File: src/rtl/reload_timer_pkg.sv
// Package: shared register selects, bit positions and divider tap mapping
// for the reload timer. Assumes a divider at least 8 bits wide.
package reload_timer_pkg;

    localparam int ADDR_W    = 2;
    localparam int CTRL_W    = 3;
    localparam int RUN_BIT   = 2;
    localparam int TIMER_BIT = 2;
    localparam int NUM_RATES = 4;

    typedef enum logic [ADDR_W-1:0] {
        SEL_COUNT  = 2'd0,
        SEL_RELOAD = 2'd1,
        SEL_CTRL   = 2'd2,
        SEL_FLAG   = 2'd3
    } reg_sel_e;

    // Divider bit whose falling edge clocks the counter for a rate code:
    // code 0 uses the top bit, codes 1..3 use bits 3, 5, 7.
    function automatic int tap_index(input int code, input int div_w);
        return (code == 0) ? div_w - 1 : 2 * code + 1;
    endfunction

endpackage

File: src/rtl/rt_prescaler.sv
// Module: free-running divider with four tap edge detectors.
// Emits a one-cycle tick in the cycle before the selected tap falls,
// gated by run. Assumes DIV_W >= 8 so all tap indices exist.
module rt_prescaler
    import reload_timer_pkg::*;
#(
    parameter int DIV_W = 10
) (
    input  logic       clk,
    input  logic       rst_n,
    input  logic       run,
    input  logic [1:0] rate_sel,
    output logic       tick
);

    logic [DIV_W-1:0]     div_q;
    logic [DIV_W-1:0]     div_nxt;
    logic [NUM_RATES-1:0] tap_fall;

    assign div_nxt = div_q + 1'b1;

    // Divider register: counts every clock, cleared only by reset.
    always_ff @(posedge clk) begin
        if (!rst_n) div_q <= '0;
        else        div_q <= div_nxt;
    end

    // One falling-edge detector per selectable tap.
    for (genvar c = 0; c < NUM_RATES; c++) begin : g_tap
        localparam int TAP = tap_index(c, DIV_W);
        assign tap_fall[c] = div_q[TAP] & ~div_nxt[TAP];
    end

    // Tick select: pick the chosen tap edge and gate with run.
    always_comb begin
        tick = run & tap_fall[rate_sel];
    end

endmodule

File: src/rtl/rt_counter.sv
// Module: counting register with reload on overflow.
// A bus write beats a tick in the same cycle. Overflow produces a registered
// one-cycle pulse aligned with the reloaded value.
module rt_counter #(
    parameter int W = 8
) (
    input  logic         clk,
    input  logic         rst_n,
    input  logic         tick,
    input  logic         wr_en,
    input  logic [W-1:0] wr_data,
    input  logic [W-1:0] reload_val,
    output logic [W-1:0] count_o,
    output logic         ovf_o
);

    logic [W-1:0] cnt_q;
    logic         ovf_q;

    // Counter update: write first, then tick (increment or reload).
    always_ff @(posedge clk) begin
        if (!rst_n) begin
            cnt_q <= '0;
            ovf_q <= 1'b0;
        end else begin
            ovf_q <= 1'b0;
            if (wr_en) begin
                cnt_q <= wr_data;
            end else if (tick) begin
                if (cnt_q == '1) begin
                    cnt_q <= reload_val;
                    ovf_q <= 1'b1;
                end else begin
                    cnt_q <= cnt_q + 1'b1;
                end
            end
        end
    end

    assign count_o = cnt_q;
    assign ovf_o   = ovf_q;

endmodule

File: src/rtl/rt_irq_flag.sv
// Module: sticky request flag. A set pulse wins over a bus write in the
// same cycle, so a request is never lost. Drives only one bit of the word.
module rt_irq_flag #(
    parameter int W   = 8,
    parameter int BIT = 2
) (
    input  logic         clk,
    input  logic         rst_n,
    input  logic         set_pulse,
    input  logic         wr_en,
    input  logic         wr_bit,
    output logic [W-1:0] flag_word,
    output logic         flag_o
);

    logic flag_q;

    // Flag state: set by request, otherwise loaded by a bus write.
    always_ff @(posedge clk) begin
        if (!rst_n)         flag_q <= 1'b0;
        else if (set_pulse) flag_q <= 1'b1;
        else if (wr_en)     flag_q <= wr_bit;
    end

    // Word view: only the timer bit position is populated.
    always_comb begin
        flag_word      = '0;
        flag_word[BIT] = flag_q;
    end

    assign flag_o = flag_q;

endmodule

File: src/rtl/reload_timer.sv
// Module: top of the reload timer. Decodes the register port, holds the
// reload and control registers, and joins prescaler, counter and flag.
// Assumes a single synchronous clock and a combinational read path.
module reload_timer
    import reload_timer_pkg::*;
#(
    parameter int DATA_W = 8,
    parameter int DIV_W  = 10
) (
    input  logic              clk,
    input  logic              rst_n,
    input  logic [ADDR_W-1:0] bus_addr,
    input  logic              bus_wr,
    input  logic [DATA_W-1:0] bus_wdata,
    output logic [DATA_W-1:0] bus_rdata,
    output logic              irq_o,
    output logic              irq_flag_o
);

    logic [DATA_W-1:0] reload_q;
    logic [CTRL_W-1:0] ctrl_q;
    logic [DATA_W-1:0] count_w;
    logic [DATA_W-1:0] flag_word_w;
    logic              tick_w;
    logic              cnt_wr_w;
    logic              reload_wr_w;
    logic              ctrl_wr_w;
    logic              flag_wr_w;
    reg_sel_e          sel_w;

    assign sel_w = reg_sel_e'(bus_addr);

    // Write decode: one strobe per register.
    always_comb begin
        cnt_wr_w    = bus_wr && (sel_w == SEL_COUNT);
        reload_wr_w = bus_wr && (sel_w == SEL_RELOAD);
        ctrl_wr_w   = bus_wr && (sel_w == SEL_CTRL);
        flag_wr_w   = bus_wr && (sel_w == SEL_FLAG);
    end

    // Reload and control registers.
    always_ff @(posedge clk) begin
        if (!rst_n) begin
            reload_q <= '0;
            ctrl_q   <= '0;
        end else begin
            if (reload_wr_w) reload_q <= bus_wdata;
            if (ctrl_wr_w)   ctrl_q   <= bus_wdata[CTRL_W-1:0];
        end
    end

    rt_prescaler #(.DIV_W(DIV_W)) presc_i (
        .clk      (clk),
        .rst_n    (rst_n),
        .run      (ctrl_q[RUN_BIT]),
        .rate_sel (ctrl_q[1:0]),
        .tick     (tick_w)
    );

    rt_counter #(.W(DATA_W)) cnt_i (
        .clk        (clk),
        .rst_n      (rst_n),
        .tick       (tick_w),
        .wr_en      (cnt_wr_w),
        .wr_data    (bus_wdata),
        .reload_val (reload_q),
        .count_o    (count_w),
        .ovf_o      (irq_o)
    );

    rt_irq_flag #(.W(DATA_W), .BIT(TIMER_BIT)) flag_i (
        .clk       (clk),
        .rst_n     (rst_n),
        .set_pulse (irq_o),
        .wr_en     (flag_wr_w),
        .wr_bit    (bus_wdata[TIMER_BIT]),
        .flag_word (flag_word_w),
        .flag_o    (irq_flag_o)
    );

    // Read mux: unused control bits read zero.
    always_comb begin
        bus_rdata = '0;
        case (sel_w)
            SEL_COUNT:  bus_rdata = count_w;
            SEL_RELOAD: bus_rdata = reload_q;
            SEL_CTRL:   bus_rdata[CTRL_W-1:0] = ctrl_q;
            SEL_FLAG:   bus_rdata = flag_word_w;
            default:    bus_rdata = '0;
        endcase
    end

endmodule

File: config.mk
export PLATFORM = sky130hd
export DESIGN_NAME = reload_timer
export DESIGN_NICKNAME = d
export VERILOG_FILES = /design/src/rtl/reload_timer_pkg.sv /design/src/rtl/rt_prescaler.sv /design/src/rtl/rt_counter.sv /design/src/rtl/rt_irq_flag.sv /design/src/rtl/reload_timer.sv
export SDC_FILE = /design/constraint.sdc
export NUM_CORES = 1
export LEC_CHECK = 0
export BUFFER_PORTS_ARGS = -buffer_cell sky130_fd_sc_hd__clkbuf_2
export CORE_ASPECT_RATIO = 1.75
export CORE_MARGIN = 5
export CORE_UTILIZATION = 64
export CTS_BUF_LIST = sky130_fd_sc_hd__clkbuf_8
export DETAILED_ROUTE_END_ITERATION = 10
export GPL_ROUTABILITY_DRIVEN = 0
export GPL_TIMING_DRIVEN = 0
export PLACE_DENSITY = 0.87
export REMOVE_ABC_BUFFERS = 1
export SKIP_LAST_GASP = 1
export SLEW_MARGIN = 20
export SYNTH_ARGS = -nofsm -noshare
export SYNTH_HDL_FRONTEND = slang
export SYNTH_SLANG_ARGS = --single-unit
File: constraint.sdc
create_clock -name clk -period 3.25 [get_ports clk]
set_input_delay 0.1625 -clock clk [delete_from_list [all_inputs] [get_ports clk]]
set_output_delay 0.1625 -clock clk [all_outputs]
set_load 0.005 [all_outputs]
==> results.json <==
{
  "rrSetupSlack_ns": 0.76,
  "wl_met1_mm": 1.42,
  "skew_ns": 0.00436,
  "ctsResizeCount": 0,
  "nets": 227,
  "die_h_um": 79.4,
  "worstSkewPairLatency_ns": 0.29,
  "grt_overflow": 0,
  "synth_area_per_cell_um2": 9.27,
  "min_path_cells": 3,
  "end_kind": "register",
  "finalMaxSlewViolations": 0,
  "dp_hpwl_mm": 3.00,
  "grt_pass1_wl_mm": 6.87,
  "slew_headroom_pct": 41.2,
  "ant_nets": 0,
  "ios": 23,
  "period_share_pct": 76.5,
  "synth_edf_count": 0,
  "io_buffers": 22,
  "hp-class": "input port to register",
  "track_usage_pct": 22.7,
  "wirelength_mm": 4.20,
  "vias": 1508,
  "reg2reg_depth": 8,
  "max_freq_mhz": 402,
  "cts.path.max_buffers": 2,
  "syn_area_mm2": 0.00176,
  "fin_setup_tns_ns": 0,
  "drtIter0Drc": 69,
  "required_ns": 3.45,
  "drt-vias-per-instance": 6.39,
  "ys_seq_area_share_pct": 35.2,
  "dieWidth_um": 49.7,
  "cts-buffers-inserted": 5,
  "p_leak_uw": 0.000806,
  "cts_root_buf": "clkbuf_8",
  "cts_tree": "done",
  "multi_input_area_mm2": 0.00107,
  "seq_area_um2": 621,
  "finalHoldViolCount": 0,
  "htree_levels": 2,
  "synth_warnings": 0,
  "top_layer_used": "met4",
  "drt-pass1-iter-count": 4,
  "wire_per_inst_um": 17.8,
  "timing.rr.start": "presc_i.div_q[2]",
  "dp.cells": 228,
  "drive_gt1_share_pct": 21.5,
  "grt_pass1_vias": 1526,
  "cts.sinks": 31,
  "synth_top_flop_cell": "dfxtp_1",
  "fillers": 214,
  "yosysUniqueCellTypes": 42,
  "arrival_ns": 2.68,
  "wl_met3_um": 248,
  "syn2layout_area_growth_pct": 9.23,
  "cts_hold_buf": 0,
  "die-area_mm2": 0.00394,
  "worstMarginPinSlew_ns": 0.880,
  "antenna_cells": 0,
  "rows": 25,
  "coreArea_mm2": 0.00269,
  "drc": 0,
  "start_util_pct": 65.5,
  "rsz0062_at_grt": "no",
  "p_per_area_mw_per_mm2": 400,
  "synthCells": 190,
  "min_from": "bus_wdata[7]",
  "antenna_found_initial": 0,
  "synth_async_sr_flop_share_pct": 0,
  "ys_ff_latch": 31,
  "fin_crit_ns": 2.49,
  "outcome": "finished clean",
  "postCtsSetupBuffers": 0,
  "critPathMaxFanout": 11,
  "final-setup-viol-count": 0,
  "routed-wl-met2_mm": 2.44,
  "p_total_uw": 770,
  "grt_max_degree": 25,
  "worstSetupStartpointType": "register",
  "ir_drop_v": 0.000394,
  "hold_path_end": "reload_q[7]",
  "crit_type": "register to register",
  "drv_cap": 0,
  "reg2reg_to": "cnt_i.count_o[5]",
  "final_cells": 236,
  "clkTransAtPathRegs_ns": 0.06
}
-- cells by family after synthesis --
| logic type | count (synthesis) | share of synthesized area [%] |
|---|---|---|
| buffers and inverters | 13 | 3.98 |
| DFF | 31 | 35.2 |
| xor gates and xnor gates | 6 | 2.98 |
| AOI/OAI and AO/OA | 37 | 19.9 |
| muxes | 16 | 9.80 |
| and+or+nand+nor | 81 | 23.9 |
| adders and majority gates | 6 | 4.26 |
-- layout by cell type (no fill, tap or decap), types with 2 or more instances in the layout --
cell	n
nor3_1	2
and2_1	5
dfxtp_1	31
o21ai_0	2
and3_1	6
xnor2_1	3
nand2_1	24
clkbuf_8	5
o22ai_1	2
ha_1	6
a21oi_1	14
clkbuf_2	22
nand4_1	5
xor2_1	3
nor2_1	16
o22ai_2	2
inv_1	4
o32ai_2	2
mux2i_1	15
o2bb2a_4	7
nand3_2	2
nand3_1	13
-- cell type report --
type | count | share of cell area [%]
well taps | 27 | 1.76
clock buffers | 5 | 3.58
flip-flops and latches | 31 | 32.2
multi-input cells | 146 | 55.7
clock inverters | 3 | 0.650
inverters | 2 | 0.390
repair buffers | 22 | 5.72
-- worst max-delay path by stage --
stage / from / cells past startpoint / end
finish: presc_i.div_q[2] / 8 / cnt_i.count_o[5]
global route: presc_i.div_q[2] / 8 / cnt_i.count_o[5]
CTS: presc_i.div_q[2] / 8 / cnt_i.count_o[5]
detailed placement: presc_i.div_q[2] / 8 / cnt_i.count_o[5]
global placement: presc_i.div_q[2] / 8 / cnt_i.count_o[4]
floorplan: presc_i.div_q[4] / 8 / cnt_i.count_o[4]
-- power by group --
| part | switching [uW] | internal [uW] | leakage, uW | total, uW |
|---|---|---|---|---|
| registers | 12.8 | 392 | 0.000252 | 404 |
| clock network | 142 | 144 | 0.0000505 | 285 |
| logic | 43.9 | 36.2 | 0.000503 | 80.2 |
| total | 198 | 571 | 0.000806 | 770 |
-- critical path: stages, from the launching register on --
cell     delay (ns)
dfxtp_1        0.36
and3_1         0.21
and3_1         0.18
and3_1         0.17
ha_1           0.16
mux2i_1        0.08
o22ai_2        0.56
nand3_2        0.33
o32ai_2        0.33
-- cells in the mapped netlist, types with 2 or more instances --
library cell / n / share of area, %
dfxtp_1: 31 / 35
nand2_1: 24 / 5.1
nor2_1: 16 / 3.4
mux2i_1: 15 / 8.5
a21oi_1: 14 / 4.0
nand3_1: 13 / 3.7
o2bb2a_4: 7 / 8.0
and3_1: 6 / 2.1
ha_1: 6 / 4.3
and2_1: 5 / 1.8
buf_2: 5 / 1.4
nand4_1: 5 / 1.8
xnor2_1: 3 / 1.5
xor2_1: 3 / 1.5
buf_4: 2 / 0.85
clkbuf_1: 2 / 0.43
inv_1: 2 / 0.43
nand3_2: 2 / 1.1
nor3_1: 2 / 0.57
o21ai_0: 2 / 0.57
o22ai_1: 2 / 0.71
o22ai_2: 2 / 1.4
o32ai_2: 2 / 1.8
-- per-layer routing --
metal / up-vias / global-route usage [%]
met2: 47 / 43.5
met1: 732 / 21.2
li1: 721 / -
met3: 8 / 5.79
met4: 0 / 11.0
met5: - / 0
-- sequential cells by signal, indices dropped and copies added, names as in the netlist --
register,flops
ctrl_q,3
cnt_i.count_o,8
flag_i.flag_o,1
reload_q,8
presc_i.div_q,10
cnt_i.ovf_o,1
-- through the flow --
| step | hold WS [ns] | utilization, % | worst slack (ns) | area [um2] |
|---|---|---|---|---|
| 2_1_floorplan | 0.279 | - | 1.23 | 1700 |
| 3_3_place_gp | 0.420 | 68.5 | 0.897 | 1840 |
| 3_5_place_dp | 0.439 | 68.5 | 0.755 | 1840 |
| 4_1_cts | 0.140 | 71.5 | 0.743 | 1920 |
| 5_1_grt | 0.145 | 71.5 | 0.583 | 1920 |
| 6_report | 0.139 | 71.5 | 0.764 | 1920 |
Note: power is estimated with default switching activity, not from simulation.
